$ cat src/rtl/isa_win_pkg.sv
`timescale 1ns/1ps
package isa_win_pkg;
   typedef enum logic [2:0] {
      RG_NONE,
      RG_PROM,
      RG_DATA,
      RG_PTR,
      RG_RST,
      RG_CFG
   } region_e;

   localparam int LANES   = 3;
   localparam int LN_DATA = 0;
   localparam int LN_PTR  = 1;
   localparam int LN_CFG  = 2;
   localparam int PORT_SPAN = 8;

   function automatic region_e lane_region(input int lane);
      case (lane)
         LN_DATA: return RG_DATA;
         LN_PTR:  return RG_PTR;
         default: return RG_CFG;
      endcase
   endfunction
endpackage

$ cat src/rtl/isa_win_decode.sv
`timescale 1ns/1ps
module isa_win_decode
   import isa_win_pkg::*;
#(
   parameter int OFF_W      = 5,
   parameter int PROM_BYTES = 16
) (
   input  logic [OFF_W-1:0] off,
   output region_e          region,
   output logic             hi
);
   localparam int unsigned WIN = PROM_BYTES + PORT_SPAN;

   always_comb begin
      region = RG_NONE;
      if (32'(off) < PROM_BYTES) begin
         region = RG_PROM;
      end else if (32'(off) < WIN) begin
         case (off[2:1])
            2'd0:    region = RG_DATA;
            2'd1:    region = RG_PTR;
            2'd2:    region = RG_RST;
            default: region = RG_CFG;
         endcase
      end
   end

   assign hi = off[0];
endmodule

$ cat src/rtl/isa_win_lane.sv
`timescale 1ns/1ps
module isa_win_lane #(
   parameter int DATA_W = 16
) (
   input  logic              clk,
   input  logic              rst_n,
   input  logic              clr,
   input  logic              wide,
   input  logic              sel,
   input  logic              hi,
   input  logic              rd,
   input  logic              wr,
   input  logic [DATA_W-1:0] wdata,
   input  logic [DATA_W-1:0] src,
   output logic              commit,
   output logic [DATA_W-1:0] full_wdata,
   output logic [DATA_W-1:0] rdata
);
   localparam int BYTE_W = DATA_W / 2;

   logic [BYTE_W-1:0] stage_q;
   logic [BYTE_W-1:0] latch_q;
   logic              wr_lo;
   logic              rd_lo;

   assign wr_lo      = wr && sel && !hi && !wide;
   assign rd_lo      = rd && sel && !hi && !wide;
   assign commit     = wr && sel && (wide ? !hi : hi);
   assign full_wdata = wide ? wdata : {wdata[BYTE_W-1:0], stage_q};

   always_comb begin
      rdata = '0;
      if (sel) begin
         if (wide) begin
            rdata = hi ? '0 : src;
         end else if (hi) begin
            rdata = {{BYTE_W{1'b0}}, latch_q};
         end else begin
            rdata = {{BYTE_W{1'b0}}, src[BYTE_W-1:0]};
         end
      end
   end

   always_ff @(posedge clk or negedge rst_n) begin
      if (!rst_n) begin
         stage_q <= '0;
         latch_q <= '0;
      end else if (clr) begin
         stage_q <= '0;
         latch_q <= '0;
      end else begin
         if (wr_lo) stage_q <= wdata[BYTE_W-1:0];
         if (rd_lo) latch_q <= src[DATA_W-1:BYTE_W];
      end
   end


   narrow_pair_commit_chk: assert property (@(posedge clk) disable iff (!rst_n)
      (commit && !wide && $past(wr_lo) && !$past(clr))
         |-> full_wdata[BYTE_W-1:0] == $past(wdata[BYTE_W-1:0]));


   narrow_high_read_chk: assert property (@(posedge clk) disable iff (!rst_n)
      (rd && sel && hi && !wide && $past(rd_lo) && !$past(clr))
         |-> rdata[BYTE_W-1:0] == $past(src[DATA_W-1:BYTE_W]));
endmodule

$ cat src/rtl/isa_win_ptr.sv
`timescale 1ns/1ps
module isa_win_ptr #(
   parameter int IDX_W = 7
) (
   input  logic             clk,
   input  logic             rst_n,
   input  logic             load,
   input  logic [IDX_W-1:0] load_val,
   input  logic             rst_req,
   output logic [IDX_W-1:0] ptr,
   output logic             soft_rst
);
   always_ff @(posedge clk or negedge rst_n) begin
      if (!rst_n) begin
         ptr      <= '0;
         soft_rst <= 1'b0;
      end else begin
         soft_rst <= rst_req;
         if (rst_req)   ptr <= '0;
         else if (load) ptr <= load_val;
      end
   end


   ptr_cleared_chk: assert property (@(posedge clk) disable iff (!rst_n)
      soft_rst |-> ptr == '0);


   soft_rst_cause_chk: assert property (@(posedge clk) disable iff (!rst_n)
      soft_rst |-> $past(rst_req));
endmodule

$ cat src/rtl/isa_io_window.sv
`timescale 1ns/1ps
module isa_io_window
   import isa_win_pkg::*;
#(
   parameter int OFF_W      = 5,
   parameter int DATA_W     = 16,
   parameter int IDX_W      = 7,
   parameter int PROM_BYTES = 16,
   localparam int PW_W      = $clog2(PROM_BYTES) - 1
) (
   input  logic              clk,
   input  logic              rst_n,
   input  logic              wide_mode,
   input  logic [OFF_W-1:0]  io_off,
   input  logic              io_rd,
   input  logic              io_wr,
   input  logic [DATA_W-1:0] io_wdata,
   output logic [DATA_W-1:0] io_rdata,
   output logic              io_sel,
   output logic              io_drive,
   output logic              io_cs16,
   output logic [PW_W-1:0]   prom_word,
   input  logic [DATA_W-1:0] prom_rdata,
   output logic [IDX_W-1:0]  reg_idx,
   output logic              core_we,
   output logic              cfg_we,
   output logic [DATA_W-1:0] reg_wdata,
   input  logic [DATA_W-1:0] core_rdata,
   input  logic [DATA_W-1:0] cfg_rdata,
   output logic              soft_rst
);
   localparam int unsigned WIN    = PROM_BYTES + PORT_SPAN;
   localparam int          BYTE_W = DATA_W / 2;

   initial begin
      elab_width_chk: assert (DATA_W == 16) else $error("DATA_W must be 16");
      elab_idx_chk:   assert (IDX_W > 0 && IDX_W < DATA_W) else $error("IDX_W out of range");
      elab_prom_chk:  assert (PROM_BYTES >= 8 && PROM_BYTES % PORT_SPAN == 0
                              && (1 << $clog2(PROM_BYTES)) == PROM_BYTES)
                         else $error("PROM_BYTES must be a power of two >= 8");
      elab_off_chk:   assert ((1 << OFF_W) >= WIN) else $error("OFF_W too small");
   end

   region_e region;
   logic    hi;
   logic    in_win;
   logic    rst_req;
   logic [IDX_W-1:0] ptr;

   logic [LANES-1:0]             lane_hit;
   logic [LANES-1:0]             lane_commit;
   logic [LANES-1:0][DATA_W-1:0] lane_src;
   logic [LANES-1:0][DATA_W-1:0] lane_wd;
   logic [LANES-1:0][DATA_W-1:0] lane_rd;
   logic [DATA_W-1:0]            port_rdata;
   logic [DATA_W-1:0]            prom_data;

   isa_win_decode #(.OFF_W(OFF_W), .PROM_BYTES(PROM_BYTES)) u_decode (
      .off    (io_off),
      .region (region),
      .hi     (hi)
   );

   assign in_win   = (region != RG_NONE);
   assign io_sel   = in_win && (io_rd || io_wr);
   assign io_drive = in_win && io_rd;
   assign io_cs16  = wide_mode && in_win;
   assign rst_req  = io_rd && (region == RG_RST);

   assign lane_src[LN_DATA] = core_rdata;
   assign lane_src[LN_PTR]  = {{(DATA_W-IDX_W){1'b0}}, ptr};
   assign lane_src[LN_CFG]  = cfg_rdata;

   for (genvar g = 0; g < LANES; g++) begin : g_lane
      assign lane_hit[g] = (region == lane_region(g));
      isa_win_lane #(.DATA_W(DATA_W)) u_lane (
         .clk        (clk),
         .rst_n      (rst_n),
         .clr        (rst_req),
         .wide       (wide_mode),
         .sel        (lane_hit[g]),
         .hi         (hi),
         .rd         (io_rd),
         .wr         (io_wr),
         .wdata      (io_wdata),
         .src        (lane_src[g]),
         .commit     (lane_commit[g]),
         .full_wdata (lane_wd[g]),
         .rdata      (lane_rd[g])
      );
   end

   isa_win_ptr #(.IDX_W(IDX_W)) u_ptr (
      .clk      (clk),
      .rst_n    (rst_n),
      .load     (lane_commit[LN_PTR]),
      .load_val (lane_wd[LN_PTR][IDX_W-1:0]),
      .rst_req  (rst_req),
      .ptr      (ptr),
      .soft_rst (soft_rst)
   );

   assign reg_idx   = ptr;
   assign core_we   = lane_commit[LN_DATA];
   assign cfg_we    = lane_commit[LN_CFG];
   assign reg_wdata = lane_commit[LN_CFG] ? lane_wd[LN_CFG] : lane_wd[LN_DATA];

   assign prom_word = io_off[PW_W:1];
   always_comb begin
      if (wide_mode && !hi) prom_data = prom_rdata;
      else if (hi)          prom_data = {{BYTE_W{1'b0}}, prom_rdata[DATA_W-1:BYTE_W]};
      else                  prom_data = {{BYTE_W{1'b0}}, prom_rdata[BYTE_W-1:0]};
   end

   always_comb begin
      port_rdata = '0;
      for (int l = 0; l < LANES; l++) port_rdata = port_rdata | lane_rd[l];
   end

   always_comb begin
      io_rdata = '0;
      if (io_drive) begin
         case (region)
            RG_PROM:                io_rdata = prom_data;
            RG_DATA, RG_PTR, RG_CFG: io_rdata = port_rdata;
            default:                io_rdata = '0;
         endcase
      end
   end


   outside_quiet_chk: assert property (@(posedge clk) disable iff (!rst_n)
      (32'(io_off) >= WIN) |-> (!io_sel && !io_drive && io_rdata == '0));


   one_bank_strobe_chk: assert property (@(posedge clk) disable iff (!rst_n)
      $onehot0({core_we, cfg_we}));


   cs16_window_chk: assert property (@(posedge clk) disable iff (!rst_n)
      io_cs16 |-> (wide_mode && 32'(io_off) < WIN));


   wide_odd_ignored_chk: assert property (@(posedge clk) disable iff (!rst_n)
      (wide_mode && io_wr && io_off[0] && 32'(io_off) >= PROM_BYTES)
         |=> $stable(reg_idx));
endmodule

$ cat config.mk
export PLATFORM = sky130hd
export DESIGN_NAME = isa_io_window
export DESIGN_NICKNAME = d
export VERILOG_FILES = /design/src/rtl/isa_win_pkg.sv /design/src/rtl/isa_win_decode.sv /design/src/rtl/isa_win_lane.sv /design/src/rtl/isa_win_ptr.sv /design/src/rtl/isa_io_window.sv
export SDC_FILE = /design/constraint.sdc
export NUM_CORES = 1
export LEC_CHECK = 0
export CAP_MARGIN = 10
export CORE_MARGIN = 8
export CORE_UTILIZATION = 30
export CTS_CLUSTER_SIZE = 10
export DETAILED_ROUTE_END_ITERATION = 12
export PLACE_DENSITY = 0.6
export SLEW_MARGIN = 0
export SYNTH_ARGS = -nofsm -noshare
export SYNTH_HDL_FRONTEND = slang
export SYNTH_SLANG_ARGS = --single-unit
$ cat constraint.sdc
create_clock -name clk -period 6.9 [get_ports clk]
set_clock_uncertainty 0.15 [all_clocks]
set_input_delay 2.07 -clock clk [delete_from_list [all_inputs] [get_ports clk]]
set_output_delay 2.07 -clock clk [all_outputs]
set_load 0.005 [all_outputs]
==> impl_metrics.py <==
metrics = {
    "timing": {
        "relSlewSlack_pct": 26.87,
        "setup_viol": 0,
        "fmax_mhz": 149.8,
        "holdWs_ns": 0.3564,
        "fin_crit_sh_pct": 96.75,
        "finalSetupTns_ns": 0,
        "fin_crit_ns": 6.676,
        "setup_ws_ns": 0.2242,
        "rsz0062_at_grt": "false",
        "worst_pin_slew_ns": 1.092,
        "hold_violations": 0,
        "slew_viol_final": 0,
    },
    "final_layout": {
        "n_fill_cell": 941,
        "fin_nets": 493,
        "drive_above_1_share_pct": 9.308,
        "insertedDiodeCount": 0,
        "regArea_um2": 1176,
        "area_growth_pct": 48.05,
        "layout_commonest_cell": "clkdlybuf4s50_1",
        "multi_input_area_um2": 1635,
        "final_cell_mix": "119 x clkdlybuf4s50_1, 47 x dfrtp_1, 30 x mux2i_1",
    },
    "global_routing": {
        "grt_usage_pct": 17.04,
        "grt_pass1_vias": 2932,
        "grt_max_degree": 48,
        "grt_pass1_wl_um": 17380,
        "antenna_found_initial": 0,
        "grt-ovfl-total": 0,
    },
    "worst_setup_path": {
        "crit_start": "io_off[0]",
        "reg2reg_slack_ns": 6.00,
        "crit_fanout": 8,
        "cp-end-kind": "output port",
        "crit_type": "in -> out",
        "cp-start-kind": "primary input",
        "crit_required_ns": 4.68,
        "regToRegStartpoint": "g_lane[1].u_lane.stage_q[3]",
        "cp_data_arrival_time_ns": 4.46,
    },
    "yosys": {
        "synthesis.area_um2": 2953,
        "synth-compound-area-share_pct": 26.02,
        "synth_fp_nets": 381,
        "yosysWarnings": 0,
        "yosysUniqueCellTypes": 37,
        "synth-xor-area-share_pct": 0,
        "yosysSeqAreaShare_pct": 39.83,
        "synth-adder-area-share_pct": 0.4237,
        "syn_avg_cell_area_um2": 9.650,
        "synth_edf_count": 0,
        "synth_cells": 306,
        "yosys.area_share.simple_pct": 15.72,
        "synth_top_family_by_area": "compound AO/OA/AOI/OAI gates",
        "synthFlopType": "dfrtp_1",
        "synthMuxAreaShare_pct": 13.22,
        "async_reset_ff_share_pct": 100.0,
        "synth-seq-cells": 47,
    },
    "clocking": {
        "cts_inserted_buffers": 5,
        "clockRootBuffer": "clkbuf_8",
        "cts_buffer_depth": 2,
        "clkSinkCount": 47,
        "cts_hold_buf": 0,
        "postCtsResizedCells": 0,
        "clkLatencyLatePin_ns": 0.30,
        "cts.reportedPaths.clkPinSlew_ns": 0.10,
        "h-tree-depth": 2,
        "post_cts_buffers": 0,
        "cts_tree": "yes",
    },
    "power": {
        "p_leak_uw": 0.001775,
        "netSwitchingFraction_pct": 28.78,
        "ir_worst_vdd_mv": 0.06746,
        "pwr-share-comb_pct": 27.4,
        "switchingPower_uw": 193.7,
        "power_frac_clock_pct": 25.8,
        "p_int_uw": 479.2,
        "p_seq_share_pct": 46.8,
        "p_per_area_nw_per_um2": 153.9,
        "total_power_uw": 672.9,
    },
    "placed_design": {
        "routabilityCongestion": 0.8892,
        "place.detailed.hpwl_um": 8719,
        "post-place-ws_ns": 0.2312,
        "port_buffers": 121,
    },
    "hold_path": {
        "worstHoldStart": "g_lane[0].u_lane.latch_q[5]",
        "hold_class": "reg -> reg",
    },
    "floorplanning": {
        "die_area_um2": 13270,
        "rows": 36,
        "start_util_pct": 30.49,
        "die-height_um": 115.2,
        "dieWidth_um": 115.2,
        "fp.coreArea_um2": 9684,
        "io_pins": 122,
    },
    "routing": {
        "wl_um": 11420,
        "viasPerCell": 5.252,
        "drt_iter0_drc": 165,
        "vias": 2899,
        "dr.pass1.iters": 4,
        "wl_per_cell_um": 20.70,
        "ant_nets": 0,
        "drc": 0,
    },
    "job": {
        "maxCapViolCount": 0,
    },
    "outcome": {
        "status": "finished clean",
    },
}
[logic make-up after synthesis]
logic type | Yosys count
buf+inv | 30
flops | 47
fa+ha+maj | 1
mux | 38
simple gates | 84
compound gates | 106
[synthesized netlist by cell type (8+ instances only)]
library cell	instances	area [um2]
dfrtp_1	47	1176
mux2i_1	30	300.3
nand2_1	28	105.1
a21oi_1	25	125.1
a22oi_1	24	180.2
clkbuf_1	20	75.07
nor2_1	18	67.56
a22o_1	16	140.1
nand3_1	16	80.08
a2bb2oi_1	15	131.4
o21ai_0	9	45.04
mux2_2	8	90.09
o22a_1	8	70.07
[through the flow]
step | std cells | util, % | instance area [um2]
6_report | 552 | 45.14 | 4372
5_1_grt | 552 | 45.14 | 4372
4_1_cts | 552 | 45.14 | 4372
3_5_place_dp | 544 | 44.20 | 4280
3_3_place_gp | 544 | 44.20 | 4280
2_1_floorplan | 306 | - | 2953
[critical path, cell delays in order]
cell and delay [ns]:
clkdlybuf4s50_1 0.53, clkinv_1 0.11, ha_1 0.19, nand2b_1 0.38
mux2i_1 0.20, or2_2 0.29, a21oi_1 0.14, clkdlybuf4s50_1 0.53
[registers in the layout, indices dropped and copies added (netlist names)]
signal / flops
u_ptr.soft_rst: 1
g_lane.u_lane.latch_q: 16
g_lane.u_lane.stage_q: 23
u_ptr.ptr: 7
[cell type report]
| cell class | count | area share (%) |
|---|---|---|
| inverters | 1 | 0.08586 |
| clock buffers | 5 | 1.574 |
| flip-flops and latches | 47 | 26.90 |
| multi-input cells | 229 | 37.41 |
| well taps | 133 | 3.807 |
| repair buffers | 134 | 29.71 |
| clock inverters | 3 | 0.5152 |
[power groups by stage]
stage          logic (uW)  clock network, uW  registers (uW)
2_1_floorplan        77.4                  0             316
3_3_place_gp          183                  0             320
3_5_place_dp          185                  0             321
4_1_cts               186                181             315
5_1_grt               199                190             318
6_report              184                174             315
[metal layers]
layer / part of all wire (%) / global-route usage [%]
met5: 0 / 0
met4: 1.1 / 4.203
met3: 4.7 / 3.151
met2: 49 / 28.25
met1: 45 / 22.26
[path summary, 6_finish.rpt]
| kind | to | cells past startpoint |
|---|---|---|
| hold / removal | g_lane[0].u_lane.latch_q[5] | 1 |
| max in group asynchronous | g_lane[2].u_lane.latch_q[4] | 1 |
| min in group asynchronous | g_lane[0].u_lane.latch_q[7] | 1 |
| setup reg to reg | u_ptr.ptr[3] | 2 |
| hold reg to reg | g_lane[0].u_lane.latch_q[5] | 1 |
| setup / recovery | io_rdata[7] | 8 |
(Power assumes the default switching activity.)
